**src/rtl/tsc_resp_pkg.sv**
```systemverilog
package tsc_resp_pkg;
  localparam int CH_SEL_W = 3;

  typedef enum logic [1:0] {
    PH_NONE = 2'd0,
    PH_HIGH = 2'd1,
    PH_LOW  = 2'd2,
    PH_ZERO = 2'd3
  } phase_e;

  typedef struct packed {
    logic                xfer;
    logic                emitHigh;
    logic                emitLow;
    logic [CH_SEL_W-1:0] chan;
  } tscStrobes_t;
endpackage

```
**src/rtl/tsc_seq_ctrl.sv**
```systemverilog
module tsc_seq_ctrl
  import tsc_resp_pkg::*;
#(
  parameter int CMD_BIT = 7,
  parameter int CH_LSB  = 4
) (
  input  logic        clk,
  input  logic        rstN,
  input  logic        xferStb,
  input  logic [7:0]  rxByte,
  input  logic        ctrlWrite,
  input  logic        ctrlHold,
  output tscStrobes_t stb
);
  phase_e              phase, phaseNext;
  logic [CH_SEL_W-1:0] chanQ, chanNext;
  logic                holdQ;
  logic                isCmd, clearReq;

  assign isCmd    = rxByte[CMD_BIT];
  assign clearReq = ctrlWrite && !holdQ;

  always_comb begin
    phaseNext = phase;
    chanNext  = chanQ;
    if (xferStb) begin
      if (isCmd) begin
        phaseNext = PH_HIGH;
        chanNext  = rxByte[CH_LSB +: CH_SEL_W];
      end else begin
        case (phase)
          PH_HIGH: phaseNext = PH_LOW;
          PH_LOW:  phaseNext = PH_ZERO;
          default: phaseNext = phase;
        endcase
      end
    end
    if (clearReq) phaseNext = PH_NONE;
  end

  always_ff @(posedge clk or negedge rstN) begin
    if (!rstN) begin
      phase <= PH_NONE;
      chanQ <= '0;
      holdQ <= 1'b0;
    end else begin
      phase <= phaseNext;
      chanQ <= chanNext;
      if (ctrlWrite) holdQ <= ctrlHold;
    end
  end

  always_comb begin
    stb.xfer     = xferStb;
    stb.emitHigh = xferStb && (phase == PH_HIGH);
    stb.emitLow  = xferStb && (phase == PH_LOW);
    stb.chan     = chanQ;
  end


  cmd_restart_chk: assert property (@(posedge clk) disable iff (!rstN)
    (xferStb && rxByte[CMD_BIT] && !(ctrlWrite && !holdQ)) |=>
      (phase == PH_HIGH) && (chanQ == $past(rxByte[CH_LSB +: CH_SEL_W])));


  unheld_clear_chk: assert property (@(posedge clk) disable iff (!rstN)
    (ctrlWrite && !holdQ) |=> (phase == PH_NONE));


  held_keep_chk: assert property (@(posedge clk) disable iff (!rstN)
    (ctrlWrite && holdQ && !xferStb) |=> $stable(phase) && $stable(chanQ));


  zero_tail_chk: assert property (@(posedge clk) disable iff (!rstN)
    (phase == PH_ZERO && !(xferStb && rxByte[CMD_BIT])) |=>
      (phase == PH_ZERO || phase == PH_NONE));


  one_emit_chk: assert property (@(posedge clk) disable iff (!rstN)
    $onehot0({stb.emitHigh, stb.emitLow}));
endmodule

```
**src/rtl/tsc_datapath.sv**
```systemverilog
module tsc_datapath
  import tsc_resp_pkg::*;
#(
  parameter int VAL_W   = 12,
  parameter int NUM_CH  = 8,
  parameter int HI_BITS = 7,
  parameter int X_CH    = 5,
  parameter int Y_CH    = 1,
  parameter int X_DEF   = 0,
  parameter int Y_DEF   = 4095,
  localparam int NUM_EXT = NUM_CH - 2,
  localparam int LO_BITS = VAL_W - HI_BITS,
  localparam int LO_PAD  = 8 - LO_BITS,
  localparam int HI_PAD  = 8 - HI_BITS
) (
  input  logic                     clk,
  input  logic                     rstN,
  input  tscStrobes_t              stb,
  input  logic [NUM_EXT*VAL_W-1:0] extVals,
  output logic [7:0]               txByte,
  output logic                     txValid
);
  function automatic int extSlot(input int ch);
    int n = 0;
    for (int k = 0; k < ch; k++)
      if (k != X_CH && k != Y_CH) n++;
    return n;
  endfunction

  logic [VAL_W-1:0] chanArr [NUM_CH];
  logic [VAL_W-1:0] selVal, capReg;

  for (genvar ch = 0; ch < NUM_CH; ch++) begin : g_chan
    if (ch == X_CH) begin : g_x
      assign chanArr[ch] = VAL_W'(X_DEF);
    end else if (ch == Y_CH) begin : g_y
      assign chanArr[ch] = VAL_W'(Y_DEF);
    end else begin : g_ext
      assign chanArr[ch] = extVals[extSlot(ch)*VAL_W +: VAL_W];
    end
  end

  assign selVal = chanArr[stb.chan];

  always_ff @(posedge clk or negedge rstN) begin
    if (!rstN) begin
      capReg  <= '0;
      txByte  <= '0;
      txValid <= 1'b0;
    end else begin
      txValid <= stb.xfer;
      if (stb.xfer) begin
        if (stb.emitHigh) begin
          capReg <= selVal;
          txByte <= {{HI_PAD{1'b0}}, selVal[VAL_W-1 -: HI_BITS]};
        end else if (stb.emitLow) begin
          txByte <= {capReg[LO_BITS-1:0], {LO_PAD{1'b0}}};
        end else begin
          txByte <= '0;
        end
      end
    end
  end


  valid_follow_chk: assert property (@(posedge clk) disable iff (!rstN)
    stb.xfer |=> txValid);


  idle_hold_chk: assert property (@(posedge clk) disable iff (!rstN)
    !stb.xfer |=> (!txValid && $stable(txByte)));


  high_pad_chk: assert property (@(posedge clk) disable iff (!rstN)
    stb.emitHigh |=> (txByte[7 -: HI_PAD] == '0));


  low_pad_chk: assert property (@(posedge clk) disable iff (!rstN)
    stb.emitLow |=> (txByte[LO_PAD-1:0] == '0));


  cap_held_chk: assert property (@(posedge clk) disable iff (!rstN)
    !stb.emitHigh |=> $stable(capReg));


  plain_zero_chk: assert property (@(posedge clk) disable iff (!rstN)
    (stb.xfer && !stb.emitHigh && !stb.emitLow) |=> (txByte == 8'h00));
endmodule

```
**src/rtl/tsc_spi_responder.sv**
```systemverilog
module tsc_spi_responder
  import tsc_resp_pkg::*;
#(
  parameter int VAL_W   = 12,
  parameter int NUM_CH  = 8,
  parameter int HI_BITS = 7,
  parameter int X_CH    = 5,
  parameter int Y_CH    = 1,
  parameter int X_DEF   = 0,
  parameter int Y_DEF   = 4095,
  localparam int EXT_W  = (NUM_CH - 2) * VAL_W
) (
  input  logic             clk,
  input  logic             rstN,
  input  logic             xferStb,
  input  logic [7:0]       rxByte,
  input  logic             ctrlWrite,
  input  logic             ctrlHold,
  input  logic [EXT_W-1:0] extVals,
  output logic [7:0]       txByte,
  output logic             txValid
);
  tscStrobes_t stb;

  tsc_seq_ctrl u_ctrl (
    .clk      (clk),
    .rstN     (rstN),
    .xferStb  (xferStb),
    .rxByte   (rxByte),
    .ctrlWrite(ctrlWrite),
    .ctrlHold (ctrlHold),
    .stb      (stb)
  );

  tsc_datapath #(
    .VAL_W  (VAL_W),
    .NUM_CH (NUM_CH),
    .HI_BITS(HI_BITS),
    .X_CH   (X_CH),
    .Y_CH   (Y_CH),
    .X_DEF  (X_DEF),
    .Y_DEF  (Y_DEF)
  ) u_dp (
    .clk    (clk),
    .rstN   (rstN),
    .stb    (stb),
    .extVals(extVals),
    .txByte (txByte),
    .txValid(txValid)
  );
endmodule

```
**config.mk**
```make
export PLATFORM = sky130hd
export DESIGN_NAME = tsc_spi_responder
export DESIGN_NICKNAME = d
export VERILOG_FILES = /design/src/rtl/tsc_resp_pkg.sv /design/src/rtl/tsc_seq_ctrl.sv /design/src/rtl/tsc_datapath.sv /design/src/rtl/tsc_spi_responder.sv
export SDC_FILE = /design/constraint.sdc
export NUM_CORES = 1
export LEC_CHECK = 0
export BUFFER_PORTS_ARGS = -buffer_cell sky130_fd_sc_hd__clkbuf_2
export CELL_PAD_IN_SITES_DETAIL_PLACEMENT = 1
export CELL_PAD_IN_SITES_GLOBAL_PLACEMENT = 2
export CORE_MARGIN = 1.5
export CORE_UTILIZATION = 23
export DETAILED_ROUTE_END_ITERATION = 16
export GPL_TIMING_DRIVEN = 0
export PLACE_DENSITY = 0.83
export REMOVE_ABC_BUFFERS = 1
export SETUP_SLACK_MARGIN = 0.15
export SKIP_LAST_GASP = 1
export SLEW_MARGIN = 5
export SYNTH_ARGS = -nofsm -noshare
export SYNTH_HDL_FRONTEND = slang
export SYNTH_HIERARCHICAL = 1
export SYNTH_SLANG_ARGS = --single-unit
```
**constraint.sdc**
```tcl
create_clock -name clk -period 1.9 [get_ports clk]
set_clock_uncertainty 0.2 [all_clocks]
set_input_delay 0.095 -clock clk [delete_from_list [all_inputs] [get_ports clk]]
set_output_delay 0.095 -clock clk [all_outputs]
set_load 0.03 [all_outputs]
```
==> impl_results.md <==
* Met1 WL at 2160 um
* WL met2 at 2490 um
* First-pass GRT wire length at 8280 um
* Total clock sinks at 20
* Peak supply drop at 346 uV
* 1st-pass router iterations at 4
* Die span in x at 83.8 um
* Core Box Area at 0.00631 mm^2
* Avg WL per Cell at 15.1 um
* CP Class: in2reg
* Tot GR Track Use at 14.5%
* Final-report max-slew violation count at 0
* Initial core utilization at 23.8%
* Post-DRT Antenna Nets at 0
* Iter 0 DRT Violations at 53
* Die height at 83.8 um
* Run status: finished clean
* Worst rel slew slack at 64.8%
* Syn Inst Count at 156
* Maxcap violations at 0
* Worst Tran Pin Value at 0.528 ns
* Routability congestion estimate at 0.675
* FF+latch count, synth at 20
* Filler Cell Count at 794
* Finished Cell Area at 0.00226 mm^2
* PD cells at 733 mW/mm^2
* Clock share of power at 26.2%
* Clock root buffer master: clkbuf_8
* I/O pins at 94
* Top cells by area, synth: dfrtp_1 33%, mux2i_1 13%, a22oi_1 4.0%
* Final net count at 344
* HPWL after detailed placement at 3560 um
* Syn avg cell area at 9.62 um^2
* Synth async-reset ratio at 100%
* Sequential area share after synthesis at 33.4%
* Flop-to-flop setup slack at 0.23 ns
* Netlist cell types at 34
* Yosys top cell area share at 33.4%
* DRC at 0
* Area leader, netlist: dfrtp_1
* Top Metal Used: met4
* Logic pwr share at 37.0%
* EDFF count, synth at 0
* Synthesized area at 0.00150 mm^2
* Crit Path Max Fanout at 2
* Initial antenna violation count at 0
* H-tree Lvls at 1
* Seq pwr share at 36.8%
* Remaining Overflow, GRT at 0
* Largest net degree at the start of global routing at 28
* Vias in the first global route at 1683
* Leak at 0.00109 uW
* Arr. time, crit path at 1.66 ns
* Fin crit period at 1.71 ns
* Ys flop type: dfrtp_1
* DR vias/cell at 4.77
* Setup Viol. Count Final at 0
* Synthesis-to-layout area growth at 51.0%
* Worst skew pair latency at 0.26 ns
* ANT cells at 0
* TritonCTS clock tree: done
* Via count at 1598
* Yosys Warn Count at 6
* CP Capture Type: register
* Worst Path Required at 1.85 ns
* CTS Buf Count at 3
* PortBufs at 89
* Final Util at 35.9%
* Layout cells sized above 1 at 45.0%
* RSZ-0062 raised after global routing: false
* Final hold viol count at 0
* Clock Path Buffers at 2
* Highest clock rate at 586 MHz
* Cell internal pwr at 1120 uW
* Switching part of the total at 32.4%
* Row count at 29
* Clk slew on worst S/H paths at 0.08 ns
* Period utilisation layout at 89.8%
* Fin Hold WS at 0.00474 ns
* Dpl cell area at 0.00195 mm^2
* Met3 WL at 330 um
* Psw at 538 uW
* Worst setup SP type: input port
* Die footprint at 0.00702 mm^2
* Total Routed Length at 5050 um
* Min-delay worst type: in2reg
## layout make-up
type	instances	area, um^2	area share [%]
inverters	4	15.0	0.663
well taps	77	96.3	4.25
clock inverters	1	30.0	1.33
clock buffers	3	41.3	1.82
multi-input cells	119	908	40.1
repair buffers	111	667	29.4
flip-flops and latches	20	507	22.4
## synth_stat cells, types with 4 or more instances
library cell / number
nor2b_1: 9
o211ai_1: 5
nor2_1: 13
a31o_2: 5
dfrtp_1: 20
buf_2: 7
mux2i_1: 19
buf_6: 4
mux2_2: 4
nand2_1: 7
a211oi_1: 5
o21ai_0: 5
inv_1: 4
nand3_1: 6
a22oi_1: 8
o221ai_1: 6
## flip-flops by register name, summed over array words and instances (netlist names)
| register | flops |
|---|---|
| u_ctrl/phase | 2 |
| u_ctrl/holdQ | 1 |
| u_dp/txByte | 8 |
| u_dp/capReg | 5 |
| u_ctrl/chanQ | 3 |
| u_dp/txValid | 1 |
## repair_timing
| action | in CTS | in global routing |
|---|---|---|
| setup endpoints to repair | 12 | 12 |
| buffers inserted | 1 | 3 |
| resized for setup | 5 | 3 |
| endpoints found under the hold margin | 32 | 0 |
| hold buffers | 18 | 0 |
## cells in the final DEF (no fill, tap or decap), drive strengths merged, types with 4 or more instances in the layout
master       Yosys  routed
nor2            14      14
mux2i           19      19
inv              4       4
o221ai           6       6
a31o             5       5
a211oi           5       5
a22oi            8       8
nand3            6       6
dfrtp           20      20
buf             12       4
o211ai           5       5
clkbuf           1      92
mux2             7       7
o21ai            6       6
nor2b            9       9
nand2            8       8
dlygate4sd3      0      18
## metrics by stage
step / worst slack (ns) / std cells / TNS, ns / total power (uW)
3_5_place_dp: -0.217 / 309 / -1.44 / 1170
3_3_place_gp: -0.650 / 309 / -6.74 / 1160
5_1_grt: 0.173 / 335 / 0 / 1780
6_report: 0.194 / 335 / 0 / 1660
2_1_floorplan: -0.314 / 143 / -2.14 / 949
4_1_cts: 0.160 / 332 / 0 / 1650
## power groups by stage
stage	clock, uW	combinational [uW]	sequential (uW)
finish	434	614	611
global route	468	680	630
CTS	444	581	629
detailed placement	0	516	650
global placement	0	512	644
floorplan	0	298	652
## final timing paths
check                           startpoint         endpoint  depth (start not counted)
setup / recovery                 ctrlWrite     u_ctrl/holdQ                          4
hold / removal                 extVals[68]   u_dp/txByte[3]                          4
setup reg to reg           u_ctrl/chanQ[1]   u_dp/txByte[3]                          4
hold reg to reg             u_dp/capReg[0]   u_dp/txByte[3]                          2
max in group asynchronous             rstN  u_ctrl/chanQ[1]                          2
min in group asynchronous             rstN     u_dp/txValid                          2
## critical path, stage by stage
cell           delay [ns]
dlygate4sd3_1        0.56
clkbuf_2             0.12
mux2_2               0.33
dlygate4sd3_1        0.56
## layer usage
metal	GRT usage, %	vias to the layer above
li1	-	794
met5	0	-
met3	2.47	6
met2	25.7	59
met4	4.32	0
met1	18.0	739
## cell families after synthesis
group | count (synthesis) | synth area share, %
and+or+nand+nor | 45 | 16.3
buffers and inverters | 17 | 7.09
muxes | 27 | 19.4
DFF | 20 | 33.4
AOI/OAI and AO/OA | 47 | 23.9
Power figures use the tool's default switching activity.
